[src/rtl/sdio_rw_pkg.sv]
`timescale 1ns/1ps
package sdio_rw_pkg;

  typedef enum logic [1:0] {
    RW_RUN   = 2'd0,
    RW_COUNT = 2'd1,
    RW_HALT  = 2'd2
  } rwState_t;

  typedef struct packed {
    logic armCnt;
    logic incCnt;
    logic stopGate;
    logic startGate;
  } rwStrobe_t;

endpackage

[src/rtl/sdio_rw_datapath.sv]
`timescale 1ns/1ps
module sdio_rw_datapath
  import sdio_rw_pkg::*;
#(
  parameter int HALF_DIV   = 2,
  parameter int STOP_EDGES = 2
) (
  input  logic      clk,
  input  logic      rst_n,
  input  rwStrobe_t strobe,
  input  logic      dataD1,
  input  logic      sdioEn,
  input  logic      intClear,
  input  logic      intMask,
  output logic      fallEvt,
  output logic      lastEdge,
  output logic      cardClk,
  output logic      intStatus,
  output logic      intReq
);

  localparam int DIV_W = (HALF_DIV > 1) ? $clog2(HALF_DIV) : 1;
  localparam int CNT_W = (STOP_EDGES > 1) ? $clog2(STOP_EDGES) : 1;
  localparam logic [DIV_W-1:0] DIV_LAST  = DIV_W'(HALF_DIV - 1);
  localparam logic [CNT_W-1:0] EDGE_LAST = CNT_W'(STOP_EDGES - 1);

  logic [DIV_W-1:0] divCnt;
  logic             phase;
  logic             divWrap;
  logic [CNT_W-1:0] edgeCnt;
  logic             gateOpen;
  logic             d1Prev;
  logic             d1Detect;

  // free-running divider; phase toggles every HALF_DIV host cycles
  assign divWrap = (divCnt == DIV_LAST);
  assign fallEvt = divWrap & phase;

  always_ff @(posedge clk or negedge rst_n) begin
    if (!rst_n) begin
      divCnt <= '0;
      phase  <= 1'b0;
    end else if (divWrap) begin
      divCnt <= '0;
      phase  <= ~phase;
    end else begin
      divCnt <= divCnt + 1'b1;
    end
  end

  // falling-edge counter after a block end bit
  always_ff @(posedge clk or negedge rst_n) begin
    if (!rst_n) begin
      edgeCnt <= '0;
    end else if (strobe.armCnt) begin
      edgeCnt <= '0;
    end else if (strobe.incCnt) begin
      edgeCnt <= edgeCnt + 1'b1;
    end
  end

  assign lastEdge = (edgeCnt == EDGE_LAST);

  // gate only moves on a phase boundary where the clock goes low
  always_ff @(posedge clk or negedge rst_n) begin
    if (!rst_n) begin
      gateOpen <= 1'b1;
    end else if (strobe.stopGate) begin
      gateOpen <= 1'b0;
    end else if (strobe.startGate) begin
      gateOpen <= 1'b1;
    end
  end

  assign cardClk = phase & gateOpen;

  // card interrupt: active-low level on line 1, edge recorded on the fall
  assign d1Detect = sdioEn & d1Prev & ~dataD1;

  always_ff @(posedge clk or negedge rst_n) begin
    if (!rst_n) begin
      d1Prev    <= 1'b1;
      intStatus <= 1'b0;
    end else begin
      d1Prev    <= dataD1;
      intStatus <= d1Detect | (intStatus & ~intClear);
    end
  end

  assign intReq = intStatus & intMask;

endmodule

[src/rtl/sdio_rw_control.sv]
`timescale 1ns/1ps
module sdio_rw_control
  import sdio_rw_pkg::*;
(
  input  logic      clk,
  input  logic      rst_n,
  input  logic      blockEnd,
  input  logic      modeClkStop,
  input  logic      rwRequest,
  input  logic      rwStart,
  input  logic      fallEvt,
  input  logic      lastEdge,
  output rwStrobe_t strobe,
  output logic      cmdAllowed
);

  rwState_t state;
  rwState_t stateNext;

  always_comb begin
    strobe    = '0;
    stateNext = state;
    unique case (state)
      RW_RUN: begin
        if (blockEnd) begin
          strobe.armCnt = 1'b1;
          stateNext     = RW_COUNT;
        end
      end
      RW_COUNT: begin
        if (blockEnd) begin
          strobe.armCnt = 1'b1;
        end else if (fallEvt) begin
          if (lastEdge) begin
            if (modeClkStop && rwRequest) begin
              strobe.stopGate = 1'b1;
              stateNext       = RW_HALT;
            end else begin
              stateNext = RW_RUN;
            end
          end else begin
            strobe.incCnt = 1'b1;
          end
        end
      end
      RW_HALT: begin
        if (fallEvt && rwStart) begin
          strobe.startGate = 1'b1;
          stateNext        = RW_RUN;
        end
      end
      default: stateNext = RW_RUN;
    endcase
  end

  always_ff @(posedge clk or negedge rst_n) begin
    if (!rst_n) state <= RW_RUN;
    else        state <= stateNext;
  end

  assign cmdAllowed = (state == RW_HALT);

endmodule

[src/rtl/sdio_rw_clkgate.sv]
`timescale 1ns/1ps
module sdio_rw_clkgate
  import sdio_rw_pkg::*;
#(
  parameter int HALF_DIV   = 2,
  parameter int STOP_EDGES = 2
) (
  input  logic clk,
  input  logic rst_n,
  input  logic blockEnd,
  input  logic modeClkStop,
  input  logic rwRequest,
  input  logic rwStart,
  input  logic sdioEn,
  input  logic dataD1,
  input  logic intClear,
  input  logic intMask,
  output logic cardClk,
  output logic cmdAllowed,
  output logic intStatus,
  output logic intReq
);

  rwStrobe_t strobe;
  logic      fallEvt;
  logic      lastEdge;

  sdio_rw_control u_ctrl (
    .clk         (clk),
    .rst_n       (rst_n),
    .blockEnd    (blockEnd),
    .modeClkStop (modeClkStop),
    .rwRequest   (rwRequest),
    .rwStart     (rwStart),
    .fallEvt     (fallEvt),
    .lastEdge    (lastEdge),
    .strobe      (strobe),
    .cmdAllowed  (cmdAllowed)
  );

  sdio_rw_datapath #(
    .HALF_DIV   (HALF_DIV),
    .STOP_EDGES (STOP_EDGES)
  ) u_dp (
    .clk       (clk),
    .rst_n     (rst_n),
    .strobe    (strobe),
    .dataD1    (dataD1),
    .sdioEn    (sdioEn),
    .intClear  (intClear),
    .intMask   (intMask),
    .fallEvt   (fallEvt),
    .lastEdge  (lastEdge),
    .cardClk   (cardClk),
    .intStatus (intStatus),
    .intReq    (intReq)
  );

endmodule

[config.mk]
export PLATFORM = sky130hd
export DESIGN_NAME = sdio_rw_clkgate
export DESIGN_NICKNAME = d
export VERILOG_FILES = /design/src/rtl/sdio_rw_pkg.sv /design/src/rtl/sdio_rw_datapath.sv /design/src/rtl/sdio_rw_control.sv /design/src/rtl/sdio_rw_clkgate.sv
export SDC_FILE = /design/constraint.sdc
export NUM_CORES = 1
export LEC_CHECK = 0
export BUFFER_PORTS_ARGS = -buffer_cell sky130_fd_sc_hd__buf_2
export CORE_AREA = 2 2 39 41
export CTS_CLUSTER_DIAMETER = 40
export DETAILED_ROUTE_END_ITERATION = 8
export DIE_AREA = 0 0 41 43
export GPL_TIMING_DRIVEN = 0
export PLACE_DENSITY = 0.49
export SYNTH_ARGS = -nofsm -noshare
export SYNTH_HDL_FRONTEND = slang
export SYNTH_HIERARCHICAL = 1
export SYNTH_SLANG_ARGS = --single-unit
[constraint.sdc]
create_clock -name clk -period 1.61 [get_ports clk]
set_clock_uncertainty 0.15 [all_clocks]
set_input_delay 0.161 -clock clk [delete_from_list [all_inputs] [get_ports clk]]
set_output_delay 0.161 -clock clk [all_outputs]
set_load 0.1 [all_outputs]
After elaboration in Yosys (flattened, before gate mapping)
Index checks and enable logic that the tools add are counted.
Widths: inputs -> output; s select.
Operators by class
  add/subtract/negate cells: 2
  equality and inequality tests: 7
  muxes and demuxes: 22
  bitwise operators: 10
  reduce and logical (&&, ||, !) cells: 7
Operators with widths (number)
  $mux 2: 9
  $mux 1: 12
  $and 1x1->1: 6
  $ne 2x1->1 const B: 3
  $pmux 2 s3: 1
  $reduce_and 5->1: 1
  $ne 2x2->1 const B: 2
  $reduce_bool 2->1: 2
  $not 1->1: 3
  $add 1x1->1 const B: 2
  $eq 2x1->1 const B: 1
  $eq 2x2->1 const B: 1
  $logic_and 1x1->1: 2
  $logic_not 2->1: 1
  $reduce_or 2->1: 1
  $or 1x1->1: 1
Word-level totals
  register bits after elaboration: 8
  input bits: 10

Logic depth before layout (Yosys ltp)
Gate-level depths: netlist of run 1.
  depth in word-level cells: 8
  depth in mapped cells: 5
  depth with buffers taken out: 5

Modules after synthesis
Netlist of run 1, hierarchy kept.
Modules (own cells, without submodules)
  sdio_rw_datapath: times used 1, cells an instance 18, area each 217.7 um2, sequential area each 152.6 um2
  sdio_rw_control: times used 1, cells an instance 13, area each 127.6 um2, sequential area each 50.0 um2

Worst setup path before layout of run 1
OpenSTA, ideal clock, no wires.
  kind: flip-flop to output port
  start point: register u_dp.intStatus
  end point: output intReq
  arrival time: 1.781 ns
  path slack: -0.482 ns
  cell stages (with the launch flop): 2
  path buffers: 0
  cells stage by stage: dfrtp_1 -> and2_1
Between the ends
  word-level cells in the longest chain between the ends: 1
Ends and longest elaborated chain
  start, declared: line sdio_rw_datapath.sv:18  | output logic intStatus,
  start signal, assigned: line sdio_rw_datapath.sv:86  | intStatus <= d1Detect | (intStatus & ~intClear);
  $and 1x1->1: line sdio_rw_datapath.sv:90  | assign intReq = intStatus & intMask;
  end, declared: line sdio_rw_clkgate.sv:21  | output logic intReq
Every way passes these cells.

Final worst setup path of run 1
  start point: register u_ctrl.state[0]
  end point: output cmdAllowed
Between the ends
  word-level cells in the longest chain between the ends: 1
Ends and longest elaborated chain
  start, declared: line sdio_rw_control.sv:17  | rwState_t state;
  start signal, assigned: line sdio_rw_control.sv:58  | else state <= stateNext;
  $eq 2x2->1: line sdio_rw_control.sv:61  | assign cmdAllowed = (state == RW_HALT);
  end, declared: line sdio_rw_clkgate.sv:19  | output logic cmdAllowed,
Every way passes these cells.

==> results.sh, run 1 <==
export IMPL_p_int_mw=0.324
export IMPL_cts_root_buf="clkbuf_4"
export IMPL_irDropWorstVdd_v=0.000480
export IMPL_syn_nets=41
export IMPL_slew_viol_final=0
export IMPL_hpwl_um=465
export IMPL_min_period_ns=1.55
export IMPL_grt_pass1_vias=268
export IMPL_postLayoutCoreUtil=0.366
export IMPL_seqPwrFrac=0.492
export IMPL_final_area_um2=507
export IMPL_antenna_found_initial=0
export IMPL_synth_area_um2=345
export IMPL_htreeDepth=1
export IMPL_critPathCaptureType="primary output"
export IMPL_wl_per_cell_um=9.19
export IMPL_first_pass_iters=2
export IMPL_drc_errors=0
export IMPL_cp_max_fo=3
export IMPL_final_hold_viol_count=0
export IMPL_ys_ff_latch=8
export IMPL_io_pins=14
export IMPL_switching_share=0.244
export IMPL_post_cts_setup_buffer_count=0
export IMPL_area_growth_pct=46.7
export IMPL_cpPeakStageDelay_ns=0.43
export IMPL_critPathTopFamily="buffers and inverters"
export IMPL_drtIter0Drc=4
export IMPL_fin_crit_sh=0.962
export IMPL_rr_startpoint="u_dp/d1Prev$_DFF_PN1_"
export IMPL_initial_core_util=0.250
export IMPL_p_leak_nw=0.244
export IMPL_grt_usage=0.0937
export IMPL_syn_avg_cell_area_um2=11.1
export IMPL_power_density_mw_per_mm2=845
export IMPL_cts_sinks=8
export IMPL_vias_per_cell=4.07
export IMPL_crit_required_ns=1.30
export IMPL_worstHoldPathCells=2
export IMPL_numCtsBuffers=3
export IMPL_r2r_slack_ns=0.18
export IMPL_num_vias=277
export IMPL_drive_above_1_share=0.423
export IMPL_maxCapViolations=0
export IMPL_setup_tns_final_ns=0
export IMPL_clk_pin_slew_ns=0.06
export IMPL_gp_congestion=0.678
export IMPL_final_cell_mix="12 x buf_2, 5 x nor2_1, 5 x dfrtp_1"
export IMPL_port_buffers=13
export IMPL_num_antenna_cells=0
export IMPL_status="finished, final reports clean"
export IMPL_seq_area_frac_synth=0.587
export IMPL_cp_num_cells=2
export IMPL_cts_tree="built"
export IMPL_grt_max_degree=9
export IMPL_p_clk_frac=0.371
export IMPL_chipHeight_um=43
export IMPL_cp_num_buf_inv=1
export IMPL_clockBufferDepth=2
export IMPL_rows=14
export IMPL_yosysUniqueCellTypes=17
export IMPL_ant_nets=0
export IMPL_clk_latency_ns=0.25
export IMPL_layout_commonest_cell="buf_2"
export IMPL_switching_power_mw=0.104
export IMPL_place_area_um2=438
export IMPL_fmax_mhz=646
export IMPL_dieArea_mm2=0.00176
export IMPL_worstHoldStart="blockEnd"
export IMPL_cp_start_kind="register"
export IMPL_crit_arrival_ns=1.24
export IMPL_fin_nets=63
export IMPL_yosysWarnings=6
export IMPL_routed_wirelength_um=625
export IMPL_slew_headroom=0.679
export IMPL_hold_end="u_ctrl/state[0]$_DFFE_PN0P_"
export IMPL_hold_class="primary input to register"
export IMPL_grt_overflow=0
export IMPL_rr_worst_depth=3
export IMPL_grt_pass1_wl_mm=1.06
export IMPL_crit_chain="nor2b_4, buf_2"
export IMPL_rsz0062_at_grt="no"
export IMPL_synthCells=31
export IMPL_worst_slew_pin_transition_ns=0.485
export IMPL_core_area_mm2=0.00138
export IMPL_critical_path_class="register to primary output"
export IMPL_die_w_um=41
export IMPL_finalSetupViolCount=0
export IMPL_r2r_end="u_dp/intStatus$_DFF_PN0_"
export IMPL_p_comb_frac=0.136
export IMPL_holdWs_ns=0.0151
export IMPL_slowest_stage="buf_2"
==> cells in the mapped netlist <==
cell type,instances,area share
dfrtp_1,6,0.43
nor2_1,5,0.054
and2_1,3,0.054
dfstp_2,2,0.15
inv_1,2,0.022
nand2_1,2,0.022
a21boi_1,1,0.022
and2b_2,1,0.025
and3_1,1,0.018
nand3_1,1,0.014
nand4bb_1,1,0.033
nor2b_2,1,0.025
o21ba_1,1,0.029
o22ai_1,1,0.018
o2bb2ai_1,1,0.025
xnor2_1,1,0.025
xor2_1,1,0.025
==> area by class of cell <==
| type | count | area (um^2) |
|---|---|---|
| well taps | 16 | 20.0 |
| clock buffers | 4 | 26.3 |
| flip-flops and latches | 8 | 204 |
| fillers | 138 | 877 |
| repair buffers | 17 | 108 |
| multi-input cells | 21 | 141 |
| inverters | 2 | 7.51 |
==> registers in the layout, indices dropped and copies added, names as in the netlist <==
| register | cells |
|---|---|
| u_ctrl/state | 2 |
| u_dp/d1Prev | 1 |
| u_dp/divCnt | 1 |
| u_dp/gateOpen | 1 |
| u_dp/intStatus | 1 |
| u_dp/lastEdge | 1 |
| u_dp/phase | 1 |
==> worst max path at each step <==
stage                                           start                   endpoint  slack, ns
after floorplan             u_dp/gateOpen$_DFFE_PN1P_                    cardClk       0.05
after CTS                 u_ctrl/state[0]$_DFFE_PN0P_                 cmdAllowed       0.05
final                     u_ctrl/state[0]$_DFFE_PN0P_                 cmdAllowed       0.06
after global placement      u_dp/gateOpen$_DFFE_PN1P_                    cardClk       0.26
after detailed placement        u_dp/divCnt$_DFF_PN0_  u_dp/lastEdge$_DFFE_PN0P_       0.25
after global routing      u_ctrl/state[0]$_DFFE_PN0P_                 cmdAllowed      0.003
==> per-layer routing <==
| layer | vias to the layer above | wire length [um] | global-route usage |
|---|---|---|---|
| met3 | 0 | 59 | 0.0785 |
| met2 | 9 | 268 | 0.113 |
| met5 | - | 0 | 0 |
| met1 | 125 | 296 | 0.128 |
| li1 | 143 | - | - |
| met4 | 0 | 0 | 0.0200 |
==> kinds of logic after synthesis <==
group,share of synthesized area
flip-flops,0.587
AO/OA/AOI/OAI,0.0942
buffers and inverters,0.0217
AND/OR/NAND/NOR,0.246
XOR/XNOR,0.0507
==> stage by stage <==
stage	power [mW]	setup WS, ns	instances
finish	0.428	0.0620	68
global route	0.460	0.00280	68
CTS	0.438	0.0467	68
detailed placement	0.265	0.245	60
global placement	0.264	0.263	60
floorplan	0.245	0.0482	31
==> power groups by stage <==
stage | logic [mW] | clock network [mW] | registers [mW]
2_1_floorplan | 0.0169 | 0 | 0.228
3_3_place_gp | 0.0503 | 0 | 0.214
3_5_place_dp | 0.0508 | 0 | 0.214
4_1_cts | 0.0591 | 0.169 | 0.211
5_1_grt | 0.0631 | 0.186 | 0.211
6_report | 0.0584 | 0.159 | 0.211
==> repair_timing <==
item | CTS | global route
resized for setup | 1 | 0
hold buffers | 4 | 0
endpoints found under the setup margin | 1 | 0
endpoints found under the hold margin | 10 | 0
No activity file was read; power rests on OpenSTA's default activity.
==> run 2, diff against run 1 <==
--- a/config.mk
+++ b/config.mk
@@ -11,7 +11,8 @@
 export DETAILED_ROUTE_END_ITERATION = 8
 export DIE_AREA = 0 0 41 43
 export GPL_TIMING_DRIVEN = 0
-export PLACE_DENSITY = 0.49
+export PLACE_DENSITY = 0.55
+export RECOVER_POWER = 100
 export SYNTH_ARGS = -nofsm -noshare
 export SYNTH_HDL_FRONTEND = slang
 export SYNTH_HIERARCHICAL = 1
==> run 2 against run 1 <==
Compared with the run above:
- sequential share of layout area up 0.61 points
- sequential cell count unchanged
- worst hold slack about the same
- power up 0.98%
- critical path depth unchanged
- register-to-register slack about the same
- fmax up 0.94%
- clock power up 3%
==> results.sh, run 2 (synthesis results as in run 1) <==
export IMPL_top_register="u_ctrl/state"
export IMPL_core_area_mm2=0.00138
export IMPL_min_period_ns=1.53
export IMPL_maxCapViolations=0
export IMPL_worst_slew_pin_transition_ns=0.541
export IMPL_fin_nets=63
export IMPL_hold_class="primary input to register"
export IMPL_drc_errors=0
export IMPL_switching_share=0.253
export IMPL_grt_max_degree=9
export IMPL_seqPwrFrac=0.486
export IMPL_port_buffers=13
export IMPL_holdWs_ns=0.0150
export IMPL_setup_tns_final_ns=0
export IMPL_p_clk_frac=0.379
export IMPL_largest_register_ff_count=2
export IMPL_initial_core_util=0.250
export IMPL_cp_num_buf_inv=1
export IMPL_r2r_slack_ns=0.18
export IMPL_finalSetupViolCount=0
export IMPL_p_comb_frac=0.135
export IMPL_dieArea_mm2=0.00176
export IMPL_io_pins=14
export IMPL_final_cell_mix="8 x buf_2, 5 x nor2_1, 5 x dfrtp_1"
export IMPL_grt_pass1_wl_mm=1.02
export IMPL_p_int_mw=0.323
export IMPL_num_antenna_cells=0
export IMPL_chipHeight_um=43
export IMPL_grt_overflow=0
export IMPL_switching_power_mw=0.109
export IMPL_seqCellArea_um2=204
export IMPL_power_density_mw_per_mm2=866
export IMPL_clk_pin_slew_ns=0.06
export IMPL_critical_path_class="register to primary output"
export IMPL_die_w_um=41
export IMPL_slew_viol_final=0
export IMPL_place_ws_ns=0.260
export IMPL_antenna_found_initial=0
export IMPL_cp_start_kind="register"
export IMPL_layout_commonest_cell="buf_2"
export IMPL_crit_arrival_ns=1.22
export IMPL_fillers=143
export IMPL_critPathTopFamily="buffers and inverters"
export IMPL_grt_pass1_vias=260
export IMPL_htreeDepth=1
export IMPL_numCtsBuffers=3
export IMPL_wl_per_cell_um=9.31
export IMPL_final_hold_viol_count=0
export IMPL_power_mw=0.432
export IMPL_status="finished, final reports clean"
export IMPL_clk_latency_ns=0.25
export IMPL_fmax_mhz=652
export IMPL_irDropWorstVdd_v=0.000398
export IMPL_slowest_stage="buf_2"
export IMPL_worst_slack_ns=0.0764
export IMPL_cpPeakStageDelay_ns=0.44
export IMPL_cts_tree="built"
export IMPL_critPathCaptureType="primary output"
export IMPL_multi_input_area_um2=136
export IMPL_drive_above_1_share=0.385
export IMPL_first_pass_iters=2
export IMPL_crit_required_ns=1.30
export IMPL_p_leak_nw=0.235
export IMPL_gp_congestion=0.651
export IMPL_crit_chain="nor2b_2, buf_2"
export IMPL_vias_per_cell=4.10
export IMPL_ant_nets=0
export IMPL_rsz0062_at_grt="no"
export IMPL_num_vias=279
export IMPL_rows=14
export IMPL_grt_usage=0.0901
export IMPL_drtIter0Drc=4
export IMPL_cts_root_buf="clkbuf_4"
export IMPL_hpwl_um=468
export IMPL_cp_max_fo=3
export IMPL_area_growth_pct=44.6
export IMPL_clockBufferDepth=2
export IMPL_routed_wirelength_um=633
export IMPL_cts_sinks=8
export IMPL_slew_headroom=0.641
export IMPL_fin_crit_sh=0.953
run 2: area by class of cell:
class / instances / share of cell area
Clock buffer: 4 / 0.0526
Inverter: 2 / 0.0150
Sequential cell: 8 / 0.409
Tap cell: 16 / 0.0401
Timing Repair Buffer: 17 / 0.211
Multi-Input combinational cell: 21 / 0.273
run 2: worst reg2reg max path, stage by stage, from the launching register on:
cell	delay, ns
dfstp_2	0.51
nand2_1	0.04
o22ai_1	0.10
dlygate4sd3_1	0.56
run 2: final timing paths:
check,cells after the start,startpoint,to
max in group asynchronous,2,rst_n,u_dp/gateOpen$_DFFE_PN1P_
max,2,u_ctrl/state[0]$_DFFE_PN0P_,cmdAllowed
min,2,blockEnd,u_ctrl/state[0]$_DFFE_PN0P_
max reg2reg,3,u_dp/d1Prev$_DFF_PN1_,u_dp/intStatus$_DFF_PN0_
min in group asynchronous,2,rst_n,u_dp/lastEdge$_DFFE_PN0P_
min reg2reg,1,u_dp/divCnt$_DFF_PN0_,u_dp/divCnt$_DFF_PN0_
run 2: timing repair:
action                                  CTS  global route
endpoints found under the hold margin    10             0
hold buffers                              4             0
resized for setup                         1             0
endpoints found under the setup margin    1             0
buffers inserted                          0             0
run 2: power by group through the flow:
stage               clock network (mW)  registers [mW]  logic [mW]
CTS                              0.173           0.210      0.0595
global route                     0.181           0.211      0.0637
finish                           0.164           0.210      0.0583
global placement                     0           0.214      0.0508
floorplan                            0           0.228      0.0169
detailed placement                   0           0.214      0.0512
run 2: per-stage QoR:
| stage | area, um^2 | util | cells |
|---|---|---|---|
| detailed placement | 438 | 0.316 | 60 |
| global placement | 438 | 0.316 | 60 |
| global route | 499 | 0.361 | 68 |
| floorplan | 353 | - | 31 |
| finish | 499 | 0.361 | 68 |
| CTS | 507 | 0.366 | 68 |
run 2: metal layers:
metal,part of all wire,global-route usage,up-vias
met1,0.51,0.112,122
met3,0.081,0.0314,0
met5,0,0,-
li1,-,-,144
met4,0,0.0800,0
met2,0.41,0.116,13
==> run 3, diff against run 2 <==
--- a/config.mk
+++ b/config.mk
@@ -5,14 +5,15 @@
 export SDC_FILE = /design/constraint.sdc
 export NUM_CORES = 1
 export LEC_CHECK = 0
+export ABC_AREA = 1
 export BUFFER_PORTS_ARGS = -buffer_cell sky130_fd_sc_hd__buf_2
-export CORE_AREA = 2 2 39 41
+export CORE_UTILIZATION = 30
 export CTS_CLUSTER_DIAMETER = 40
 export DETAILED_ROUTE_END_ITERATION = 8
-export DIE_AREA = 0 0 41 43
 export GPL_TIMING_DRIVEN = 0
-export PLACE_DENSITY = 0.55
+export PLACE_DENSITY = 0.6
 export RECOVER_POWER = 100
+export SLEW_MARGIN = 5
 export SYNTH_ARGS = -nofsm -noshare
 export SYNTH_HDL_FRONTEND = slang
 export SYNTH_HIERARCHICAL = 1
==> constraint.sdc (replaced) <==
create_clock -name clk -period 1.48 [get_ports clk]
set_clock_uncertainty 0.15 [all_clocks]
set_input_delay 0.148 -clock clk [delete_from_list [all_inputs] [get_ports clk]]
set_output_delay 0.148 -clock clk [all_outputs]
set_load 0.1 [all_outputs]
==> run 3 against run 2 <==
Compared with the run above:
- the run now ends with negative hold slack left
- global-route usage rose by 5.5 points
- design area is 12% higher
- die area fell by 18%
- sequential share of layout area is 3.9 points lower
- cell count is 31% higher
- setup slack worse by 0.021 ns
- non-clock buffer count down 1
- count of clock-buffer cells in the layout did not move
- power up 44%
- sequential cell count unchanged
- sequential power rose by 31%
- register-to-register slack better by 0.03 ns
- critical endpoint is now intReq
==> results.sh, run 3 <==
export IMPL_irDropWorstVdd_v=0.000517
export IMPL_worst_slew_pin_transition_ns=0.537
export IMPL_largest_register_ff_count=2
export IMPL_syn_avg_cell_area_um2=7.12
export IMPL_switching_share=0.360
export IMPL_synthCells=55
export IMPL_routed_wirelength_um=799
export IMPL_htreeDepth=1
export IMPL_slew_headroom=0.643
export IMPL_gp_congestion=0.784
export IMPL_critPathCaptureType="primary output"
export IMPL_seq_area_frac_synth=0.518
export IMPL_initial_core_util=0.339
export IMPL_fillers=113
export IMPL_yosysUniqueCellTypes=11
export IMPL_area_growth_pct=42.5
export IMPL_clk_pin_slew_ns=0.06
export IMPL_synth_area_um2=392
export IMPL_crit_chain="nand2_1, clkinvlp_4, buf_4"
export IMPL_clk_latency_ns=0.25
export IMPL_crit_required_ns=1.18
export IMPL_drive_above_1_share=0.293
export IMPL_cts_tree="built"
export IMPL_first_pass_iters=4
export IMPL_fmax_mhz=702
export IMPL_grt_pass1_vias=347
export IMPL_fin_crit_sh=0.963
export IMPL_final_hold_viol_count=1
export IMPL_num_vias=376
export IMPL_port_buffers=13
export IMPL_ant_nets=0
export IMPL_antenna_found_initial=0
export IMPL_rr_worst_depth=7
export IMPL_multi_input_area_um2=155
export IMPL_cpPeakStageDelay_ns=0.47
export IMPL_num_antenna_cells=0
export IMPL_vias_per_cell=4.22
export IMPL_maxCapViolations=0
export IMPL_cp_max_fo=3
export IMPL_synth_main_ff_cell="dfrtp_1"
export IMPL_grt_max_degree=9
export IMPL_core_area_mm2=0.00116
export IMPL_power_density_mw_per_mm2=1120
export IMPL_hold_class="primary input to register"
export IMPL_worstHoldPathCells=4
export IMPL_min_period_ns=1.42
export IMPL_wl_per_cell_um=8.98
export IMPL_yosysWarnings=6
export IMPL_grt_usage=0.145
export IMPL_rows=12
export IMPL_fin_nets=86
export IMPL_drc_errors=0
export IMPL_cts_sinks=8
export IMPL_synth_edf_count=0
export IMPL_chipHeight_um=38.1
export IMPL_p_comb_frac=0.264
export IMPL_slew_viol_final=0
export IMPL_critical_path_class="register to primary output"
export IMPL_synth_top_cell_area_share=0.383
export IMPL_cts_root_buf="clkbuf_4"
export IMPL_cp_start_kind="register"
export IMPL_post_synth_top_area_cell="dfrtp_1"
export IMPL_seqCellArea_um2=206
export IMPL_p_int_mw=0.399
export IMPL_grt_pass1_wl_mm=1.34
export IMPL_slowest_stage="dfrtp_4"
export IMPL_drtIter0Drc=13
export IMPL_synth_most_common_cell="nand2_1"
export IMPL_finalSetupViolCount=0
export IMPL_seqPwrFrac=0.442
export IMPL_synth_async_sr_flop_share=1.00
export IMPL_crit_arrival_ns=1.13
export IMPL_switching_power_mw=0.225
export IMPL_hpwl_um=617
export IMPL_clockBufferDepth=2
export IMPL_syn_nets=65
export IMPL_holdWs_ns=-0.0247
export IMPL_top_register="u_ctrl/state"
export IMPL_io_pins=14
export IMPL_p_clk_frac=0.294
export IMPL_dieArea_mm2=0.00145
export IMPL_status="complete, but fails checks"
export IMPL_setup_tns_final_ns=0
export IMPL_die_w_um=38.1
export IMPL_ys_ff_latch=8
export IMPL_failed_checks="negative hold slack"
export IMPL_grt_overflow=0
export IMPL_rsz0062_at_grt="no"
export IMPL_synth_area_leaders="dfrtp_1 38%, nand2_1 14%, dfstp_2 13%"
export IMPL_numCtsBuffers=3
export IMPL_p_leak_nw=0.301
export IMPL_layout_commonest_cell="nand2_1"
export IMPL_synth_commonest_cells="15 x nand2_1, 12 x nor2_1, 8 x inv_1, 6 x dfrtp_1, 5 x nand3_1"
export IMPL_final_cell_mix="15 x nand2_1, 11 x nor2_1, 8 x inv_1"
run 3: cell families after synthesis:
group | Yosys count | share of synthesized area
simple gates | 34 | 0.351
buf+inv | 11 | 0.105
flops | 8 | 0.518
compound gates | 2 | 0.0255
run 3: through the flow:
stage	instance area (um^2)	util	power [mW]	cells	worst slack, ns
after global placement	489	0.423	0.426	82	0.170
after global routing	558	0.483	0.663	89	0.0238
final	558	0.483	0.624	89	0.0551
after detailed placement	489	0.423	0.435	82	0.169
after floorplan	407	-	0.392	55	0.00993
after CTS	563	0.487	0.629	90	0.0164
run 3: critical path: cells and delay by family, from the launching register on:
family	cells	cell delay (ns)
AND/OR/NAND/NOR	1	0.10
buffers and inverters	2	0.30
flip-flops	1	0.47
run 3: layout make-up:
class                   instances  area share
multi-input cells              36       0.278
inverters                      11      0.0807
clock buffers                   4      0.0471
repair buffers                 16       0.193
well taps                      14      0.0314
flip-flops and latches          8       0.370
run 3: path summary, 6_finish.rpt:
kind | startpoint | to | slack (ns)
worst min register to register | u_dp/divCnt$_DFF_PN0_ | u_dp/divCnt$_DFF_PN0_ | 0.30
max in group asynchronous | rst_n | u_dp/intStatus$_DFF_PN0_ | 0.64
min in group asynchronous | rst_n | u_dp/lastEdge$_DFFE_PN0P_ | 0.19
worst min-delay path | intClear | u_dp/intStatus$_DFF_PN0_ | -0.02
worst max register to register | u_dp/phase$_DFFE_PN0P_ | u_ctrl/state[0]$_DFFE_PN0P_ | 0.21
worst max-delay path | u_dp/intStatus$_DFF_PN0_ | intReq | 0.06
run 3: routing by layer:
layer / up-vias / wire length [um] / global-route usage
met4: 0 / 10 / 0.134
met1: 158 / 381 / 0.169
met5: - / 0 / 0
met3: 2 / 25 / 0.0174
li1: 207 / - / -
met2: 9 / 382 / 0.229
run 3: power by group through the flow:
stage	combinational, mW	clock [mW]	sequential (mW)
3_5_place_dp	0.154	0	0.281
4_1_cts	0.164	0.188	0.277
2_1_floorplan	0.102	0	0.290
6_report	0.165	0.183	0.276
5_1_grt	0.185	0.199	0.279
3_3_place_gp	0.147	0	0.279
run 3: repair_timing:
item,in CTS,in global routing
buffers inserted,0,0
resized for setup,3,2
hold buffers,4,0
hold endpoints to repair,10,0
endpoints found under the setup margin,3,3
pin swaps,0,0
